==> src/rtl/ebuf_pkg.sv <==
package ebuf_pkg;
  localparam int B_W  = 8;
  localparam int D_W  = 2;
  localparam int CI_W = 4;
  typedef logic [CI_W-1:0] ci_t;
endpackage

==> src/rtl/ebuf_ring.sv <==
// Per-channel circular store: write pointer advances on each write strobe,
// read pointer on each frame read; recentre jumps to LAG slots behind write.
module ebuf_ring #(
  parameter int W     = 8,
  parameter int DEPTH = 3,
  parameter int LAG   = 1
) (
  input  logic         clk,
  input  logic         rst,
  input  logic         wr_en,
  input  logic [W-1:0] wr_data,
  input  logic         rd_en,
  input  logic         recentre,
  output logic [W-1:0] rd_data
);
  localparam int PW = (DEPTH > 1) ? $clog2(DEPTH) : 1;
  localparam logic [PW-1:0] LAST  = PW'(DEPTH - 1);
  localparam logic [PW-1:0] LAG_P = PW'(LAG);
  localparam logic [PW-1:0] BACK  = PW'(DEPTH - LAG);

  logic [W-1:0]  mem [DEPTH];
  logic [PW-1:0] wptr, rptr, centre, idx;

  always_comb begin
    centre = (wptr >= LAG_P) ? wptr - LAG_P : wptr + BACK;
    idx    = recentre ? centre : rptr;
  end

  always_ff @(posedge clk) begin
    if (wr_en) mem[wptr] <= wr_data;
    if (rd_en) rd_data <= mem[idx];
  end

  always_ff @(posedge clk) begin
    if (rst) begin
      wptr <= '0;
      rptr <= BACK;
    end else begin
      if (wr_en) wptr <= (wptr == LAST) ? '0 : wptr + 1'b1;
      if (rd_en) rptr <= (idx == LAST) ? '0 : idx + 1'b1;
    end
  end
endmodule

==> src/rtl/ebuf_wander.sv <==
// Measures the line bit phase at each system frame start against a reference.
module ebuf_wander #(
  parameter int FRAME_BITS = 48,
  parameter int WANDER_LIM = 5
) (
  input  logic clk,
  input  logic rst,
  input  logic bit_tick,
  input  logic line_frame,
  input  logic sys_frame,
  input  logic loop_test,
  output logic slip_now
);
  localparam int PH_W = $clog2(FRAME_BITS);
  localparam int DW   = PH_W + 2;
  localparam logic signed [DW-1:0] HALF = DW'(FRAME_BITS / 2);
  localparam logic signed [DW-1:0] FULL = DW'(FRAME_BITS);
  localparam logic signed [DW-1:0] LIM  = DW'(WANDER_LIM);
  localparam logic [PH_W-1:0] PH_LAST = PH_W'(FRAME_BITS - 1);

  logic [PH_W-1:0] lphase, ref_ph;
  logic            ref_ok;
  logic signed [DW-1:0] diff, mag;

  always_comb begin
    diff = $signed({2'b00, lphase}) - $signed({2'b00, ref_ph});
    if (diff >= HALF)      diff = diff - FULL;
    else if (diff < -HALF) diff = diff + FULL;
    mag = diff[DW-1] ? -diff : diff;
    slip_now = sys_frame && ref_ok && !loop_test && (mag > LIM);
  end

  always_ff @(posedge clk) begin
    if (rst) begin
      lphase <= '0;
      ref_ph <= '0;
      ref_ok <= 1'b0;
    end else begin
      if (line_frame)    lphase <= '0;
      else if (bit_tick) lphase <= (lphase == PH_LAST) ? '0 : lphase + 1'b1;
      if (loop_test || slip_now) ref_ok <= 1'b0;
      else if (sys_frame && !ref_ok) begin
        ref_ph <= lphase;
        ref_ok <= 1'b1;
      end
    end
  end
endmodule

==> src/rtl/ebuf_ci.sv <==
// Drives the command/indication code: slip code on the slip frame and the next.
module ebuf_ci
  import ebuf_pkg::*;
#(
  parameter ci_t CI_SLIP = 4'hC,
  parameter ci_t CI_IDLE = 4'hF
) (
  input  logic clk,
  input  logic rst,
  input  logic frame,
  input  logic slip_now,
  output ci_t  ci_code
);
  logic pend;

  always_ff @(posedge clk) begin
    if (rst) begin
      ci_code <= CI_IDLE;
      pend    <= 1'b0;
    end else if (frame) begin
      if (slip_now) begin
        ci_code <= CI_SLIP;
        pend    <= 1'b1;
      end else if (pend) begin
        ci_code <= CI_SLIP;
        pend    <= 1'b0;
      end else begin
        ci_code <= CI_IDLE;
      end
    end
  end
endmodule

==> src/rtl/isdn_elastic_buf.sv <==
module isdn_elastic_buf
  import ebuf_pkg::*;
#(
  parameter int  B_DEPTH    = 3,
  parameter int  D_PAIRS    = 2,
  parameter int  FRAME_BITS = 48,
  parameter int  WANDER_LIM = 5,
  parameter ci_t CI_SLIP    = 4'hC,
  parameter ci_t CI_IDLE    = 4'hF
) (
  input  logic           clk,
  input  logic           rst,
  input  logic           loop_test,
  input  logic           line_bit,
  input  logic           line_frame,
  input  logic           sys_bit,
  input  logic           sys_frame,
  input  logic           b1_wr,
  input  logic [B_W-1:0] b1_in,
  input  logic           b2_wr,
  input  logic [B_W-1:0] b2_in,
  input  logic           d_wr,
  input  logic [D_W-1:0] d_in,
  output logic           rd_stb,
  output logic [B_W-1:0] b1_out,
  output logic [B_W-1:0] b2_out,
  output logic [D_W-1:0] d_out,
  output logic           slip,
  output logic [CI_W-1:0] ci_code
);
  localparam int NB = 2;

  logic           bit_tick, slip_now;
  logic           b_wr [NB];
  logic [B_W-1:0] b_in [NB];
  logic [B_W-1:0] b_out[NB];

  assign bit_tick = loop_test ? sys_bit : line_bit;
  assign b_wr[0] = b1_wr;
  assign b_wr[1] = b2_wr;
  assign b_in[0] = b1_in;
  assign b_in[1] = b2_in;
  assign b1_out  = b_out[0];
  assign b2_out  = b_out[1];

  ebuf_wander #(.FRAME_BITS(FRAME_BITS), .WANDER_LIM(WANDER_LIM)) u_wander (
    .clk(clk), .rst(rst), .bit_tick(bit_tick), .line_frame(line_frame),
    .sys_frame(sys_frame), .loop_test(loop_test), .slip_now(slip_now)
  );

  for (genvar g = 0; g < NB; g++) begin : g_bch
    ebuf_ring #(.W(B_W), .DEPTH(B_DEPTH), .LAG(1)) u_ring (
      .clk(clk), .rst(rst), .wr_en(b_wr[g]), .wr_data(b_in[g]),
      .rd_en(sys_frame), .recentre(slip_now), .rd_data(b_out[g])
    );
  end

  ebuf_ring #(.W(D_W), .DEPTH(D_PAIRS), .LAG(1)) u_dch (
    .clk(clk), .rst(rst), .wr_en(d_wr), .wr_data(d_in),
    .rd_en(sys_frame), .recentre(slip_now), .rd_data(d_out)
  );

  ebuf_ci #(.CI_SLIP(CI_SLIP), .CI_IDLE(CI_IDLE)) u_ci (
    .clk(clk), .rst(rst), .frame(sys_frame), .slip_now(slip_now), .ci_code(ci_code)
  );

  always_ff @(posedge clk) begin
    if (rst) begin
      rd_stb <= 1'b0;
      slip   <= 1'b0;
    end else begin
      rd_stb <= sys_frame;
      slip   <= slip_now;
    end
  end
endmodule

==> config.mk <==
export PLATFORM = sky130hd
export DESIGN_NAME = isdn_elastic_buf
export DESIGN_NICKNAME = d
export VERILOG_FILES = /design/src/rtl/ebuf_pkg.sv /design/src/rtl/ebuf_ring.sv /design/src/rtl/ebuf_wander.sv /design/src/rtl/ebuf_ci.sv /design/src/rtl/isdn_elastic_buf.sv
export SDC_FILE = /design/constraint.sdc
export NUM_CORES = 1
export LEC_CHECK = 0
export CAP_MARGIN = 15
export CORE_MARGIN = 2
export CORE_UTILIZATION = 50
export CTS_CLUSTER_DIAMETER = 50
export CTS_CLUSTER_SIZE = 14
export DETAILED_ROUTE_END_ITERATION = 12
export PLACE_DENSITY = 0.72
export SYNTH_ARGS = -nofsm -noshare
export SYNTH_HDL_FRONTEND = slang
export SYNTH_SLANG_ARGS = --single-unit
export TNS_END_PERCENT = 30
==> constraint.sdc <==
create_clock -name clk -period 4.8 [get_ports clk]
set_input_delay 0.96 -clock clk [delete_from_list [all_inputs] [get_ports clk]]
set_output_delay 0.96 -clock clk [all_outputs]
set_load 0.02 [all_outputs]
==> impl_metrics.toml, run 1 <==
[run_status]
outcome = "completed"

[cts]
htree_levels = 3
root_buffer = "clkbuf_8"
path_clk_slew_ns = 0.10
ctsLongestPathBuffers = 2
hold_buffers = 0
clock_sinks = 97
cts_buffers = 9
clkLatencyLatePin_ns = 0.36
cts_tree = "done"
cts_setup_buffers = 0
cts_resized = 0

[global_routing]
grt_pass1_wl_mm = 13.2
antenna_found_initial = 0
grt_pass1_vias = 2900
grt_usage_pct = 16.4
grt_max_degree = 27
grt_overflow_total = 0

[sta]
whs_ns = 0.472
hold_violations = 0
tns_ns = 0
relSlewSlack_pct = 33.6
fin_skew_ns = 0.0171
slew_violations = 0
rsz0062_at_grt = "no"
max_freq_mhz = 224
fin_crit_sh_pct = 92.8
period_minus_slack_ns = 4.46
setup_viol = 0
worst_pin_slew_ns = 0.993

[drt]
wirelength_mm = 8.51
wire_per_inst_um = 15.2
top_layer_used = "met4"
drt-initial-drc-count = 130
vias = 3070
dr.pass1.iters = 4
drc = 0
met3WireLength_um = 374
vias_per_cell = 5.48
route.met2.wl_mm = 4.07
wl_met1_mm = 3.96
drtAntennaViolNets = 0

[floorplan]
start_util_pct = 51.4
die_y_um = 101
die_w_um = 101
rows = 35
fp.dieArea_sq_um = 10200
core_sq_um = 9200
io_pins = 52

[power_and_ir_drop]
sw_frac_of_total_pct = 25.4
pwr-share-clk_pct = 29.8
p_leak_uw = 0.00214
ir_drop_mv = 0.203
p_sw_uw = 423
p_seq_share_pct = 57.9
internal-power_uw = 1240
power_frac_comb_pct = 12.3
p_per_area_nw_per_um2 = 304

[setup_path]
startpoint = "u_wander.lphase[0]"
path_class = "flip-flop to flip-flop"
critPathMaxFanout = 26
arrival_ns = 4.57
start_kind = "flip-flop"
worstSetupEndpointType = "flip-flop"
cp.required_ns = 4.91
rr_startpoint = "u_wander.lphase[0]"

[worst_hold_path]
hp-start = "u_ci.pend"
hold_path_class = "flip-flop to flip-flop"

[job]
drv_cap = 0

[placement]
portBuffers = 49
detailedPlacementHpwl_mm = 5.90
place_area_sq_um = 5300
place.gp.congestion = 0.859
placedCellCount = 544

[synth]
synth_cell_types = 65
async_reset_ff_share_pct = 0
yosysTopAreaCell = "edfxtp_1"
syn_area_sq_um = 4730
synthTopCellsByCount = "70 x edfxtp_1, 36 x nor2_1, 31 x nand2_1"
synth_flop_cell = "edfxtp_1"
synthCells = 398
syn_area_per_cell_sq_um = 11.9
synth_edf_count = 70
synth.most_common_cell = "edfxtp_1"
ys_seq_area_share_pct = 55.9
ys_ff_latch = 97
synth_top_area_share_pct = 44.5
yosys_warnings = 0
synthTopCellsByArea = "edfxtp_1 44%, dfxtp_1 11%, ha_1 5.3%"

[layout]
area_growth_pct = 16.0
layout-drive-gt1-share_pct = 7.57
diodes = 0
nets = 493
final_cell_area_sq_um = 5480
final_cell_count_no_fill = 560
## cell usage in the layout, fill, tap and decap left out, types with 3 or more instances in the layout
master	count
xnor2_1	4
nor2b_1	6
clkinv_4	3
nand2b_1	18
nor2_1	36
dfxtp_1	27
o21a_1	5
inv_1	18
edfxtp_1	70
nand2_1	31
a31oi_1	3
ha_1	20
xor2_1	3
a21oi_1	17
nor3_1	8
nand3_1	4
and2_1	8
clkdlybuf4s50_1	49
or3_1	3
o21ai_0	5
o21ai_1	5
a221o_1	16
mux2i_1	24
clkbuf_8	9
## per-layer routing
metal,up-vias,GRT usage (%)
met4,0,6.03
met2,75,28.0
met3,10,2.97
li1,1549,-
met1,1436,21.1
met5,-,0
## final timing paths
path | to | slack, ns | cells after the start
setup / recovery | g_bch[0].u_ring.rd_data[3] | 0.34 | 18
hold reg to reg | u_ci.pend | 0.47 | 2
hold / removal | u_ci.pend | 0.47 | 2
setup reg to reg | g_bch[0].u_ring.rd_data[3] | 0.34 | 18
## state kept, by name (all words and copies together), names as in the netlist, 2 cells and up
name and count:
g_bch.u_ring.mem 48, g_bch.u_ring.wptr 4, g_bch.u_ring.rptr 4, u_dch.rd_data 2, u_wander.lphase 6, g_bch.u_ring.rd_data 16, u_dch.mem 4, u_wander.ref_ph 6
## through the flow
step / total power, uW / setup WS, ns / utilization [%]
after floorplan: 1110 / 0.824 / -
after global placement: 1180 / 0.451 / 57.6
after detailed placement: 1190 / 0.348 / 57.6
after CTS: 1680 / 0.346 / 59.6
after global routing: 1730 / 0.0767 / 59.6
final: 1670 / 0.345 / 59.6
## critical path, cell delays in order, from the launching register on
cell      delay [ns]
dfxtp_1         0.36
inv_1           0.08
ha_1            0.17
inv_1           0.06
fa_1            0.42
a211o_1         0.32
a211oi_2        0.26
nor2_4          0.10
clkinv_1        0.17
ha_1            0.25
inv_1           0.13
nand2_1         0.10
a21oi_1         0.09
o32a_1          0.29
nand4b_1        0.12
or3b_1          0.40
buf_12          0.20
mux2_4          0.38
a221o_1         0.31
## logic make-up after synthesis
group | after synthesis | synth area share, %
AND/OR/NAND/NOR | 129 | 14.0
flip-flops | 97 | 55.9
AO/OA/AOI/OAI | 74 | 12.0
buffers and inverters | 38 | 3.68
multiplexers | 31 | 7.38
adder cells (fa/ha/maj) | 21 | 5.72
XOR/XNOR | 7 | 1.30
other | 1 | 0.0793
## final cells by class
cell class                 instances  area (sq um)
multi-input combinational        264          1910
fill                             757          3710
timing repair buffer              52           526
tap                              111           139
sequential                        97          2640
inverter                          20          75.1
clock buffer                       9           124
clock inverter                     7          61.3
## power groups by stage
stage	clock network, uW	logic, uW	registers, uW
floorplan	0	112	993
global placement	0	202	982
detailed placement	0	207	984
CTS	510	207	965
global route	536	225	969
finish	496	205	964
No activity file was read; power rests on OpenSTA's default activity.
==> run 2: changes to the inputs <==
- CORE_ASPECT_RATIO: not set -> 1.2
==> run 2 against run 1 <==
Cell count grew 2.3%. Power increased by 1.8%. Sequential power about the same. Critical path type unchanged. Via count up 2.7%. Non-clock buffer count up 4. Clock skew fell by 0.0014 ns. Count of clock-buffer cells in the layout did not move. Worst hold slack better by 0.020 ns. Clock power rose by 5.8%. Final area is 1.0% higher. Combinational power hardly changed.
==> impl_metrics.toml, run 2 (synthesis results as in run 1) <==
[run_status]
outcome = "completed"

[power_and_ir_drop]
p_sw_uw = 444
p_seq_share_pct = 56.9
ir_drop_mv = 0.165
p_leak_uw = 0.00216
pwr-share-clk_pct = 30.9
internal-power_uw = 1250
sw_frac_of_total_pct = 26.2
p_per_area_nw_per_um2 = 306
power_frac_comb_pct = 12.2

[floorplan]
core_sq_um = 9130
die_y_um = 111
start_util_pct = 51.8
die_w_um = 92.8
fp.dieArea_sq_um = 10300
rows = 38
io_pins = 52

[cts]
cts_buffers = 9
path_clk_slew_ns = 0.10
clock_sinks = 97
htree_levels = 3
cts_tree = "done"
hold_buffers = 0
root_buffer = "clkbuf_8"
ctsLongestPathBuffers = 2
clkLatencyLatePin_ns = 0.36

[setup_path]
r2r_cells = 17
cpMaxStageDelayCell = "dfxtp_1"
cp_num_buf_inv = 3
crit_chain = "ha_1 -> nor2b_1 -> o2111a_1 -> or3_1 -> nand2_1 -> inv_1 -> ha_1 -> ha_1 -> inv_1 -> o211ai_1 -> o31ai_1 -> o21ai_0 -> nor4b_1 -> or3b_4 -> buf_4 -> mux2i_4 -> a221o_1"
path_class = "flip-flop to flip-flop"
arrival_ns = 4.64
worstSetupEndpointType = "flip-flop"
crit_family = "simple AND/OR/NAND/NOR gates"
critPathMaxFanout = 10
max_stage_delay_ns = 0.48
cp.required_ns = 4.92
start_kind = "flip-flop"
worstSetupPathDepth = 17
critPathMostFrequentCell = "ha_1"

[global_routing]
grt_overflow_total = 0
met2_usage_pct = 31.5
top_usage_layer = "met2"
grt_use_met1_pct = 20.3
grt_pass1_wl_mm = 14.2
antenna_found_initial = 0
grt_pass1_vias = 3059
grt_use_met3_pct = 2.80
grt_max_degree = 26
grt_usage_pct = 17.3

[layout]
area_growth_pct = 17.2
nets = 497
final_cell_mix = "70 x edfxtp_1, 49 x clkdlybuf4s50_1, 36 x nor2_1"
layout-drive-gt1-share_pct = 8.83
largest_reg_flops = 48
fill_cells = 748
top_regs = "g_bch.u_ring.mem x48, g_bch.u_ring.rd_data x16"
layout_commonest_cell = "edfxtp_1"
final_cell_area_sq_um = 5540
diodes = 0
regMostFlops = "g_bch.u_ring.mem"

[sta]
setup_viol = 0
max_freq_mhz = 221
period_minus_slack_ns = 4.52
slew_violations = 0
fin_crit_sh_pct = 94.2
tns_ns = 0
rsz0062_at_grt = "no"
fin_skew_ns = 0.0157
hold_violations = 0

[worst_hold_path]
min_delay_path_depth = 2
hold_path_class = "flip-flop to flip-flop"

[placement]
place.gp.congestion = 0.841
detailedPlacementHpwl_mm = 6.29
portBuffers = 49
place_area_sq_um = 5330

[drt]
dr.pass1.iters = 4
vias = 3153
wire_per_inst_um = 15.2
vias_per_cell = 5.50
wirelength_mm = 8.69
drtAntennaViolNets = 0
drc = 0
drt-initial-drc-count = 148

[job]
drv_cap = 0
[run 2: per-stage QoR]
| stage | instances | worst slack [ns] | power, uW | utilization, % | hold slack [ns] |
|---|---|---|---|---|---|
| 6_report | 573 | 0.278 | 1700 | 60.7 | 0.492 |
| 4_1_cts | 573 | 0.172 | 1710 | 60.6 | 0.492 |
| 2_1_floorplan | 399 | 0.824 | 1110 | - | 0.440 |
| 3_5_place_dp | 557 | 0.178 | 1190 | 58.3 | 0.473 |
| 5_1_grt | 573 | 0.0447 | 1760 | 60.7 | 0.513 |
| 3_3_place_gp | 557 | 0.320 | 1180 | 58.3 | 0.447 |
[run 2: power by group through the flow]
| stage | Combinational [uW] | Clock [uW] | Sequential [uW] |
|---|---|---|---|
| after floorplan | 112 | 0 | 993 |
| after global placement | 202 | 0 | 982 |
| after detailed placement | 208 | 0 | 984 |
| after CTS | 208 | 535 | 965 |
| after global routing | 226 | 568 | 968 |
| final | 207 | 525 | 964 |
[run 2: area by class of cell]
type / count / area (sq um) / area share (%)
Tap cell: 120 / 150 / 2.71
Sequential cell: 97 / 2640 / 47.7
Multi-Input combinational cell: 264 / 1920 / 34.6
Clock buffer: 9 / 124 / 2.24
Inverter: 20 / 75.1 / 1.36
Timing Repair Buffer: 56 / 543 / 9.81
Clock inverter: 7 / 86.3 / 1.56
[run 2: final timing paths]
path / startpoint / end / slack (ns)
worst min register to register: u_ci.pend / u_ci.pend / 0.49
worst min-delay path: u_ci.pend / u_ci.pend / 0.49
worst max register to register: u_wander.lphase[1] / g_bch[0].u_ring.rd_data[0] / 0.28
worst max-delay path: u_wander.lphase[1] / g_bch[0].u_ring.rd_data[0] / 0.28
[run 2: routing by layer]
layer	share of wire, %	up-vias
met5	0	-
met1	43	1513
met3	3.5	13
met2	52	75
li1	-	1552
met4	1.5	0
[run 2: repair_timing]
| action | CTS | global route |
|---|---|---|
| resized for setup | 0 | 1 |
| setup buffers | 0 | 0 |
| setup endpoints to repair | 0 | 16 |
[run 2: worst min-delay path, delay by kind of cell, from the launching register on]
kind / cells / cell delay, ns
flip-flops: 1 / 0.33
AND/OR/NAND/NOR: 1 / 0.06
AO/OA/AOI/OAI: 1 / 0.06
==> run 3: changes to the inputs <==
- CORE_MARGIN: 2 -> 4
- SYNTH_HIERARCHICAL: not set -> 1
==> run 3 against run 2 <==
Clock skew fell by 0.0051 ns. Clock power down 5.5%. Critical path type unchanged. Final area rose by 0.36%. Power down 1.4%. Setup slack improved by 0.032 ns. Non-clock buffer count grew 3. Highest routed layer unchanged. Critical path depth grew 3.
==> impl_metrics.toml, run 3 <==
[drt]
wire_per_inst_um = 15.3
wirelength_mm = 8.82
drt-initial-drc-count = 153
drc = 0
dr.pass1.iters = 4
vias = 3122
drtAntennaViolNets = 0
vias_per_cell = 5.42

[sta]
worst_pin_slew_ns = 0.915
max_freq_mhz = 223
period_minus_slack_ns = 4.49
hold_violations = 0
fin_skew_ns = 0.0106
relSlewSlack_pct = 38.8
setup_viol = 0
slew_violations = 0
whs_ns = 0.504
fin_crit_sh_pct = 93.5

[synth]
synthTopCellsByArea = "edfxtp_1 44%, dfxtp_1 11%, ha_1 5.3%"
yosysTopAreaCell = "edfxtp_1"
synth_flop_cell = "edfxtp_1"
ys_ff_latch = 97
synthTopCellsByCount = "70 x edfxtp_1, 35 x nor2_1, 31 x a21oi_1"
ys_seq_area_share_pct = 55.8
synth.most_common_cell = "edfxtp_1"
synth_top_area_share_pct = 44.4
syn_area_sq_um = 4740
yosys_warnings = 6
synthCells = 397
synth_cell_types = 68
synth_edf_count = 70
syn_area_per_cell_sq_um = 11.9
async_reset_ff_share_pct = 0

[global_routing]
met2_usage_pct = 29.7
grt_use_met3_pct = 3.47
grt_pass1_vias = 3115
grt_overflow_total = 0
antenna_found_initial = 0
top_usage_layer = "met2"
grt_usage_pct = 16.5
grt_max_degree = 36
grt_pass1_wl_mm = 14.5
grt_use_met1_pct = 18.6

[floorplan]
start_util_pct = 51.9
core_sq_um = 9130
io_pins = 52
rows = 38
die_y_um = 115
fp.dieArea_sq_um = 11100
die_w_um = 96.9

[setup_path]
r2r_cells = 20
start_kind = "flip-flop"
endpoint = "g_bch[0].u_ring/rptr[1]"
worstSetupEndpointType = "flip-flop"
rr_startpoint = "u_wander/lphase[0]"
path_class = "flip-flop to flip-flop"
startpoint = "u_wander/lphase[0]"
cp.required_ns = 5.05
r2r_setup_slack_ns = 0.31
timing.rr.end = "g_bch[0].u_ring/rptr[1]"
critPathMaxFanout = 10
arrival_ns = 4.74

[cts]
cts_tree = "done"
root_buffer = "clkbuf_8"
cts_buffers = 9
path_clk_slew_ns = 0.09
clock_sinks = 97
ctsLongestPathBuffers = 2
clkLatencyLatePin_ns = 0.36
htree_levels = 3

[layout]
top_regs = "g_bch.u_ring/mem x48, g_bch.u_ring/rd_data x16"
final_cell_count_no_fill = 576
largest_reg_flops = 48
final_cell_mix = "70 x edfxtp_1, 49 x clkdlybuf4s50_1, 35 x nor2_1"
fin_util_pct = 60.9
diodes = 0
regMostFlops = "g_bch.u_ring/mem"
layout-drive-gt1-share_pct = 12.1
layout_commonest_cell = "edfxtp_1"
nets = 500
final_cell_area_sq_um = 5560
area_growth_pct = 17.3

[job]
drv_cap = 0

[power_and_ir_drop]
p_leak_uw = 0.00209
ir_drop_mv = 0.189
p_per_area_nw_per_um2 = 301

[worst_hold_path]
hold_path_class = "flip-flop to flip-flop"
hp-start = "u_wander/ref_ok"

[placement]
portBuffers = 49
place.gp.congestion = 0.839
detailedPlacementHpwl_mm = 6.36
place_area_sq_um = 5320
placedCellCount = 558

[run_status]
outcome = "completed"
## run 3: worst min path at each step
stage | to | slack, ns | cells past startpoint
floorplan | u_wander/ref_ok | 0.46 | 1
global placement | u_ci/pend | 0.48 | 2
detailed placement | u_wander/ref_ok | 0.48 | 1
CTS | u_wander/ref_ok | 0.50 | 1
global route | g_bch[1].u_ring/rptr[0] | 0.52 | 2
finish | u_wander/ref_ok | 0.50 | 1
## run 3: repair_timing
| action | in CTS | in global routing |
|---|---|---|
| buffers inserted | 0 | 2 |
| setup endpoints to repair | 0 | 23 |
| hold buffers | 0 | 0 |
| resized for setup | 0 | 6 |
## run 3: area by class of cell
cell class	count	area, sq um
well taps	120	150
flip-flops and latches	97	2640
fillers	747	3570
clock inverters	4	35.0
repair buffers	59	582
clock buffers	12	155
inverters	17	71.3
multi-input cells	267	1920
## run 3: per-layer routing
metal / share of wire (%) / routed length (um)
met5: 0 / 0
met4: 1.8 / 156
met3: 4.3 / 376
met2: 52 / 4570
met1: 42 / 3720
## run 3: cells by family after synthesis
| kind of cell | count (synthesis) | share of synthesized area [%] |
|---|---|---|
| adders and majority gates | 21 | 5.71 |
| muxes | 30 | 7.18 |
| and+or+nand+nor | 128 | 14.3 |
| xor gates and xnor gates | 7 | 1.29 |
| buffers and inverters | 34 | 3.99 |
| DFF | 97 | 55.8 |
| other | 1 | 0.0792 |
| AOI/OAI and AO/OA | 79 | 11.6 |
## run 3: critical path, stage by stage, from the launching register on
cell	delay (ns)
dfxtp_1	0.36
inv_1	0.07
ha_1	0.17
inv_1	0.06
fa_1	0.42
and3_4	0.22
nor3_1	0.21
or2_1	0.17
inv_2	0.08
ha_1	0.22
nand3_1	0.11
o21ai_0	0.10
a22oi_1	0.24
a2bb2oi_1	0.15
o211ai_2	0.11
o21ai_1	0.10
or4_4	0.50
and4bb_4	0.28
and2_4	0.21
or2_4	0.29
a311o_1	0.32
## run 3: per-stage QoR
step | setup TNS [ns] | power, uW | setup slack, ns
after global placement | 0 | 1180 | 0.204
after floorplan | 0 | 1100 | 0.349
final | 0 | 1670 | 0.310
after global routing | -0.0710 | 1750 | -0.0376
after detailed placement | 0 | 1190 | 0.0577
after CTS | 0 | 1690 | 0.0332
## run 3: power by group
part / internal (uW) / switching (uW)
combinational: 101 / 117
clock: 221 / 274
sequential: 943 / 15.3
total: 1270 / 406
